$ cat config.mk
export PLATFORM = sky130hd
export DESIGN_NAME = wkf_ctrl
export DESIGN_NICKNAME = d
export VERILOG_FILES = /design/src/rtl/wkf_pkg.sv /design/src/rtl/wkf_sync.sv /design/src/rtl/wkf_edge.sv /design/src/rtl/wkf_seq.sv /design/src/rtl/wkf_ctrl.sv
export SDC_FILE = /design/constraint.sdc
export NUM_CORES = 1
export LEC_CHECK = 0
export BUFFER_PORTS_ARGS = -buffer_cell sky130_fd_sc_hd__buf_2
export CAP_MARGIN = 20
export CORE_AREA = 2 2 39 41
export DETAILED_ROUTE_END_ITERATION = 7
export DIE_AREA = 0 0 41 43
export PLACE_DENSITY = 0.65
export SYNTH_ARGS = -nofsm -noshare
export SYNTH_HDL_FRONTEND = slang
export SYNTH_HIERARCHICAL = 1
export SYNTH_SLANG_ARGS = --single-unit
$ cat constraint.sdc
create_clock -name clk_i -period 3.1 [get_ports clk_i]
set_input_delay 0.62 -clock clk_i [delete_from_list [all_inputs] [get_ports clk_i]]
set_output_delay 0.62 -clock clk_i [all_outputs]
set_load 0.01 [all_outputs]
$ cat src/rtl/wkf_pkg.sv
package wkf_pkg;

    typedef enum logic [1:0] {
        ST_RUN   = 2'd0,
        ST_SLEEP = 2'd1,
        ST_WAKE  = 2'd2
    } wkf_state_e;

endpackage

$ cat src/rtl/wkf_sync.sv
module wkf_sync #(
    parameter int WIDTH  = 4,
    parameter int STAGES = 2
) (
    input  logic             clk_i,
    input  logic             rst_ni,
    input  logic [WIDTH-1:0] d_i,
    output logic [WIDTH-1:0] q_o
);
    localparam int LAST = STAGES - 1;

    logic [STAGES-1:0][WIDTH-1:0] chain_q;

    always_ff @(posedge clk_i or negedge rst_ni) begin
        if (!rst_ni) chain_q[0] <= '0;
        else         chain_q[0] <= d_i;
    end

    for (genvar s = 1; s < STAGES; s++) begin : g_stage
        always_ff @(posedge clk_i or negedge rst_ni) begin
            if (!rst_ni) chain_q[s] <= '0;
            else         chain_q[s] <= chain_q[s-1];
        end
    end

    assign q_o = chain_q[LAST];

endmodule

$ cat src/rtl/wkf_edge.sv
module wkf_edge #(
    parameter int WIDTH = 4
) (
    input  logic             clk_i,
    input  logic             rst_ni,
    input  logic [WIDTH-1:0] lvl_i,
    input  logic [WIDTH-1:0] en_i,
    output logic [WIDTH-1:0] rise_o
);
    for (genvar b = 0; b < WIDTH; b++) begin : g_line
        logic hist_q;

        // history follows the line whatever the enable does
        always_ff @(posedge clk_i or negedge rst_ni) begin
            if (!rst_ni) hist_q <= 1'b0;
            else         hist_q <= lvl_i[b];
        end

        assign rise_o[b] = lvl_i[b] & ~hist_q & en_i[b];


        en_toggle_high_chk: assert property (@(posedge clk_i) disable iff (!rst_ni)
            (en_i[b] && !$past(en_i[b]) && lvl_i[b] && $past(lvl_i[b])) |-> !rise_o[b]);


        masked_line_chk: assert property (@(posedge clk_i) disable iff (!rst_ni)
            !en_i[b] |-> !rise_o[b]);
    end

endmodule

$ cat src/rtl/wkf_seq.sv
module wkf_seq
    import wkf_pkg::*;
(
    input  logic clk_i,
    input  logic rst_ni,
    input  logic stby_req_i,
    input  logic flag_i,
    output logic entry_o,
    output logic pulse_o
);
    wkf_state_e state_q, state_d;

    always_ff @(posedge clk_i or negedge rst_ni) begin
        if (!rst_ni) state_q <= ST_RUN;
        else         state_q <= state_d;
    end

    always_comb begin
        state_d = state_q;
        unique case (state_q)
            ST_RUN:   if (stby_req_i) state_d = ST_SLEEP;
            ST_SLEEP: if (flag_i)     state_d = ST_WAKE;
            ST_WAKE:                  state_d = ST_RUN;
            default:                  state_d = ST_RUN;
        endcase
    end

    always_comb begin
        entry_o = 1'b0;
        pulse_o = 1'b0;
        unique case (state_q)
            ST_RUN:   entry_o = stby_req_i;
            ST_SLEEP: ;
            ST_WAKE:  pulse_o = 1'b1;
            default:  ;
        endcase
    end


    sleep_trigger_chk: assert property (@(posedge clk_i) disable iff (!rst_ni)
        (state_q == ST_SLEEP && flag_i) |=> pulse_o);


    pulse_single_chk: assert property (@(posedge clk_i) disable iff (!rst_ni)
        pulse_o |=> !pulse_o);


    pulse_after_run_chk: assert property (@(posedge clk_i) disable iff (!rst_ni)
        (state_q == ST_RUN) |=> !pulse_o);

endmodule

$ cat src/rtl/wkf_ctrl.sv
module wkf_ctrl #(
    parameter int NUM_SRC     = 4,
    parameter int SYNC_STAGES = 2
) (
    input  logic               clk_i,
    input  logic               rst_ni,
    input  logic [NUM_SRC-1:0] wake_src_i,
    input  logic [NUM_SRC-1:0] wake_en_i,
    input  logic               flag_clr_i,
    input  logic               stby_req_i,
    output logic               wake_flag_o,
    output logic               wake_pulse_o
);
    logic [NUM_SRC-1:0] src_sync;
    logic [NUM_SRC-1:0] src_rise;
    logic               entry;
    logic               entry_pending;
    logic               flag_q;

    wkf_sync #(.WIDTH(NUM_SRC), .STAGES(SYNC_STAGES)) u_sync (
        .clk_i (clk_i),
        .rst_ni(rst_ni),
        .d_i   (wake_src_i),
        .q_o   (src_sync)
    );

    wkf_edge #(.WIDTH(NUM_SRC)) u_edge (
        .clk_i (clk_i),
        .rst_ni(rst_ni),
        .lvl_i (src_sync),
        .en_i  (wake_en_i),
        .rise_o(src_rise)
    );

    wkf_seq u_seq (
        .clk_i     (clk_i),
        .rst_ni    (rst_ni),
        .stby_req_i(stby_req_i),
        .flag_i    (flag_q),
        .entry_o   (entry),
        .pulse_o   (wake_pulse_o)
    );

    assign entry_pending = entry & (|(src_sync & wake_en_i));

    // setting beats clearing
    always_ff @(posedge clk_i or negedge rst_ni) begin
        if (!rst_ni)                       flag_q <= 1'b0;
        else if (|src_rise || entry_pending) flag_q <= 1'b1;
        else if (flag_clr_i)               flag_q <= 1'b0;
    end

    assign wake_flag_o = flag_q;


    edge_sets_flag_chk: assert property (@(posedge clk_i) disable iff (!rst_ni)
        (|src_rise) |=> wake_flag_o);


    clear_drops_flag_chk: assert property (@(posedge clk_i) disable iff (!rst_ni)
        (flag_clr_i && !(|src_rise) && !entry_pending) |=> !wake_flag_o);


    entry_level_chk: assert property (@(posedge clk_i) disable iff (!rst_ni)
        entry_pending |=> wake_flag_o);


    flag_hold_chk: assert property (@(posedge clk_i) disable iff (!rst_ni)
        (!wake_flag_o && !(|src_rise) && !entry_pending) |=> !wake_flag_o);

endmodule

=== Word-level counts from Yosys, hierarchy flattened ===
Cells that the tools add are included.

* Flip-flop bits (word level): 15

* Multiplexer cells: 7
* Bitwise gates (word level): 14
* Eq/ne operators: 4
* Reductions and logical operators: 6

{| class="wikitable"
|+ Operators with widths
! kind !! count
|-
| AND 1 bit || 9
|-
| OR reduction 4 bit || 2
|-
| AND 4 bit || 1
|-
| two-way mux 1 bit || 4
|-
| two-way mux 2 bit || 2
|-
| inequality test 2 bit (second input constant) || 2
|-
| inverter 1 bit || 4
|-
| one-hot mux 2 bit (2 select lines) || 1
|-
| == test 2 x 1 -> 1 bit (second input constant) || 1
|-
| == test 2 bit (second input constant) || 1
|-
| logical NOT 2 bit || 1
|-
| AND reduction 2 bit || 1
|-
| nonzero test 2 bit || 1
|-
| logical OR 1 bit || 1
|}

=== Longest topological paths before layout ===
* Depth in word-level cells: 6
* Depth in mapped cells: 4
* Depth with buffers taken out: 3

=== Cells and area by module ===
The synthesis kept the hierarchy.

{| class="wikitable"
|+ Modules (own cells, without submodules)
! module !! cells an instance !! area an instance (µm²) !! instances
|-
| wkf_sync || 12 || 230.2 || 1
|-
| wkf_edge || 8 || 135.1 || 1
|-
| wkf_seq || 8 || 101.3 || 1
|-
| wkf_ctrl || 7 || 65.1 || 1
|}

=== Worst setup path before layout ===
Ideal clock, no wire load.

* Path type: input port to flip-flop
* From: input port wake_en_i[1]
* To: register flag_q (netlist: wake_flag_o)
* Stages: 3
* Slack: 1854 ps
* Data arrival time: 1113 ps
* Setup time: 133 ps
* Path buffers: 0
* Required time: 2967 ps
* Path through: and3b_1 > nor4_1 > nand3_1

* Cells in the longest elaborated chain, start to end: 5

{| class="wikitable"
|+ RTL lines
! what !! line !! source
|-
| start: declaration || wkf_ctrl.sv:8 || <nowiki>input logic [NUM_SRC-1:0] wake_en_i,</nowiki>
|-
| AND 4 bit || wkf_ctrl.sv:44 || <nowiki>assign entry_pending = entry & (|(src_sync & wake_en_i));</nowiki>
|-
| OR reduction 4 bit || wkf_ctrl.sv:44 ||
|-
| AND 1 bit || wkf_ctrl.sv:44 ||
|-
| logical OR 1 bit * || wkf_ctrl.sv:49 || <nowiki>else if (|src_rise || entry_pending) flag_q <= 1'b1;</nowiki>
|-
| two-way mux 1 bit / nonzero test 2 bit (equally long branches) || -- ||
|-
| end signal: assignment || wkf_ctrl.sv:48 || <nowiki>if (!rst_ni) flag_q <= 1'b0;</nowiki>
|-
| end signal: assignment || wkf_ctrl.sv:49 ||
|-
| end signal: assignment || wkf_ctrl.sv:50 || <nowiki>else if (flag_clr_i) flag_q <= 1'b0;</nowiki>
|-
| end: declaration || wkf_ctrl.sv:18 || <nowiki>logic flag_q;</nowiki>
|}

Mark *: on every way between the ends. The rest lies on a longest branch, timed or not.
A chain may end at the register's enable or synchronous reset.

=== Final worst setup path ===
* From: register u_seq.state_q[1]
* To: output port wake_pulse_o

* Cells in the longest elaborated chain, start to end: 2

{| class="wikitable"
|+ RTL lines
! what !! line !! source
|-
| start: declaration || wkf_seq.sv:11 || <nowiki>wkf_state_e state_q, state_d;</nowiki>
|-
| start signal: assignment || wkf_seq.sv:15 || <nowiki>else state_q <= state_d;</nowiki>
|-
| == test 2 bit || wkf_seq.sv:31 || <nowiki>unique case (state_q)</nowiki>
|-
| two-way mux 1 bit || wkf_seq.sv:31 ||
|-
| end: declaration || wkf_ctrl.sv:12 || <nowiki>output logic wake_pulse_o</nowiki>
|}

No other way between the ends.

==> reports/metrics.sh <==
STATUS='complete, no violations'
WORSTPATHBUFFERINVERTERCOUNT=1
R2R.WORST_PATH.CELLS=3
DETAIL_ROUTE.FIRST_PASS.ITERATIONS=1
DRIVE_ABOVE_1_SHARE_PCT=37.5
CRITICAL_PATH_CLASS='reg -> out'
SYNTHESIS_STAGE_REGISTER_BIT_COUNT=15
SEQ_AREA_FRAC_SYNTH_PCT=70.6
GRT_SETUP_UNREPAIRED='no'
INITIAL_CORE_UTILIZATION_PCT=38.4
CRITPATHSLOWESTCELL='sky130_fd_sc_hd__dfrtp_1'
ANTENNA_VIOLATIONS_BEFORE_REPAIR=0
FINALSETUPVIOLATIONS=0
REGISTER_AREA_UM2=375
YOSYSWARNINGCOUNT=6
GRT_REMAINING_OVERFLOW=0
SYNTH.TOP_CELLS.BY_COUNT='sky130_fd_sc_hd__dfrtp_1, sky130_fd_sc_hd__and3b_1, sky130_fd_sc_hd__buf_4'
HOLDBUFCOUNTCTS=0
FINAL.HOLD.WORST_SLACK_NS=0.225
SYNTHDOMINANTCELLAREASHARE_PCT=70.6
STDCELL_AREA_UM2=613
DRT_ITER0_MARKERS=0
WORST_PATH_DOMINANT_CELL_FAMILY='flip-flops'
ANTENNA-DIODE-COUNT=0
DIE-AREA_MM2=0.00176
POWER_PER_CELL_AREA_mW_PER_MM2=663
WORST_SLEW_MARGIN_REL_PCT=78.4
TIGHTEST_SLEW_NS=0.325
FINAL.SETUP.TNS_NS=0
PLACE_AREA_UM2=587
YOSYS.AREA.TOP_TYPE='sky130_fd_sc_hd__dfrtp_1'
WORSTPATHMAXFANOUT=4
FLOORPLAN.DIE.WIDTH_UM=41
GLOBAL_ROUTER_S_OVERALL_RESOURCE_USAGE_PCT=10.6
LAUNCHING_ELEMENT_OF_THE_WORST_SETUP_PATH='u_seq/state_q[1]'
MIN_PERIOD_NS=1.57
POST-CTS-SETUP-BUFFER-COUNT=0
PLACE_INST=60
SYNTHCELLS=35
IO_PINS=14
NON_FILLER_INSTANCE_COUNT_AFTER_LAYOUT=64
FLOORPLAN.ROWS=14
ASYNC_RESET_FF_SHARE_PCT=100
CTS_REPAIR_RESIZE_COUNT=0
SETUP_SLACK_NS=1.53
ROUTED_WIRELENGTH_UM=742
R2R-START='u_sync/q_o[1]'
REGISTER_CLOCK_PIN_SLEW_ON_THE_REPORTED_WORST_SETUP_AND_HOLD_PATHS_NS=0.09
FINAL_NETS=61
CLOCK-SINKS=15
CTS_ROOT_BUFFER='sky130_fd_sc_hd__clkbuf_4'
MAX_CAP_VIOLATIONS=0
CTSLONGESTPATHBUFFERS=2
FILLER_CELL_COUNT=128
SYN-CELL-AREA_UM2=532
LEAK_PWR_nW=0.307
TIMING.CRITICAL_PATH.CELLS='nor2b_1, buf_2'
IO_BUFFER_COUNT=13
DETAIL_ROUTE.WL_PER_CELL_UM=11.6
CPPEAKSTAGEDELAY_NS=0.41
HTREEDEPTH=1
CHIP_HEIGHT_UM=43
WORST_EP_ARRIVAL_TIME_NS=0.95
MULTI_INPUT_AREA_UM2=126
FLOW.AREA_GROWTH_FROM_SYNTHESIS_PCT=15.3
YS.FLOP_TYPE='sky130_fd_sc_hd__dfrtp_1'
UTILIZATION_AFTER_LAYOUT_PCT=44.3
PLACE_WORST_SETUP_SLACK_NS=1.71
PERIOD_SHARE_PCT=50.8
REQUIRED_NS=2.48
CORE_FOOTPRINT_MM2=0.00138
SYNTH_ENABLE_FLOP_CELLS=0
CRITICAL_PATH_CELL_COUNT=2
DRC=0
HP-CLASS='in -> async'
SYNTH_NETS=47
GRT_PASS1_VIAS=271
IRDROPWORSTVDD_mV=0.404
POST_SYNTH_NUM_CELL_TYPES=12
POST-LAYOUT-TOTAL-POWER_uW=406
GRT_FIRST_PASS_WIRELENGTH_MM=1.12
ROUTED_VIA_DENSITY=4.72
FINALHOLDVIOLATIONS=0
SYNTH_AREA_LEADERS='sky130_fd_sc_hd__dfrtp_1, sky130_fd_sc_hd__and3b_1, sky130_fd_sc_hd__buf_4'
DR_TOTAL_VIAS=302
ENDPOINT_KIND='output port'
CLK-INSERTION-DELAY-LATE_NS=0.28
ANT_NETS=0
TOTAL_CTS_BUFFERS=3
TIMING.CRITICAL_PATH.FROM_TYPE='flip-flop'
TRITONCTS='built'
GRT_START_MAX_NET_PINS=16
CLOCK.FMAX_GHz=0.636
FINAL_MAX_SLEW_VIOLATION_COUNT=0
SYNTHMOSTINSTANTIATEDCELL='sky130_fd_sc_hd__dfrtp_1'
SYN_AVG_CELL_AREA_UM2=15.2
FINALCLOCKSKEW_NS=0.0105
GLOBALPLACE.CONGESTION=0.553
[state kept, by name (all words and copies together), names as in the netlist]
| signal | cells |
|---|---|
| u_edge/g_line.hist_q | 4 |
| u_seq/state_q | 2 |
| u_sync/chain_q | 4 |
| u_sync/q_o | 4 |
| wake_flag_o | 1 |
[layer usage]
layer | wire length (um) | track usage, %
met5 | 0 | 0
met4 | 10 | 4.00
met3 | 68 | 7.85
met2 | 350 | 15.9
met1 | 313 | 10.7
[final timing paths]
path                       slack, ns               end
setup / recovery                1.53      wake_pulse_o
hold / removal                  0.22  u_seq/state_q[0]
setup reg to reg                2.06       wake_flag_o
hold reg to reg                 0.35     u_sync/q_o[2]
max in group asynchronous       2.62     u_sync/q_o[0]
min in group clk_i              0.35     u_sync/q_o[2]
[cell type report]
class                      count  area share [%]
sequential                    15            61.2
multi-input combinational     16            20.6
timing repair buffer          13            10.6
clock buffer                   4            4.29
tap                           16            3.27
[power breakdown]
group	internal, mW	total (mW)	switching (mW)
clock	0.0498	0.105	0.0548
sequential	0.219	0.238	0.0193
combinational	0.0380	0.0635	0.0254
[cells in the final DEF (no fill, tap or decap)]
cell type,synthesis,routed
sky130_fd_sc_hd__nand3_1,1,1
sky130_fd_sc_hd__a21oi_2,1,1
sky130_fd_sc_hd__clkbuf_4,0,3
sky130_fd_sc_hd__dfrtp_1,15,15
sky130_fd_sc_hd__nand2b_1,2,2
sky130_fd_sc_hd__clkbuf_1,0,1
sky130_fd_sc_hd__nand2b_4,1,1
sky130_fd_sc_hd__nor3b_1,1,1
sky130_fd_sc_hd__o21ai_1,1,1
sky130_fd_sc_hd__buf_2,0,13
sky130_fd_sc_hd__and3b_1,5,5
sky130_fd_sc_hd__a22o_1,2,2
sky130_fd_sc_hd__nor2b_1,1,1
sky130_fd_sc_hd__nor4_1,1,1
[cells by family (layout without fill, tap and decap cells)]
family | Yosys count | count (layout) | synth area share, %
flops | 15 | 15 | 70.6
buf+inv | 4 | 17 | 5.65
compound gates | 4 | 4 | 5.88
simple gates | 12 | 12 | 17.9
No activity file was read; power rests on OpenSTA's default activity.
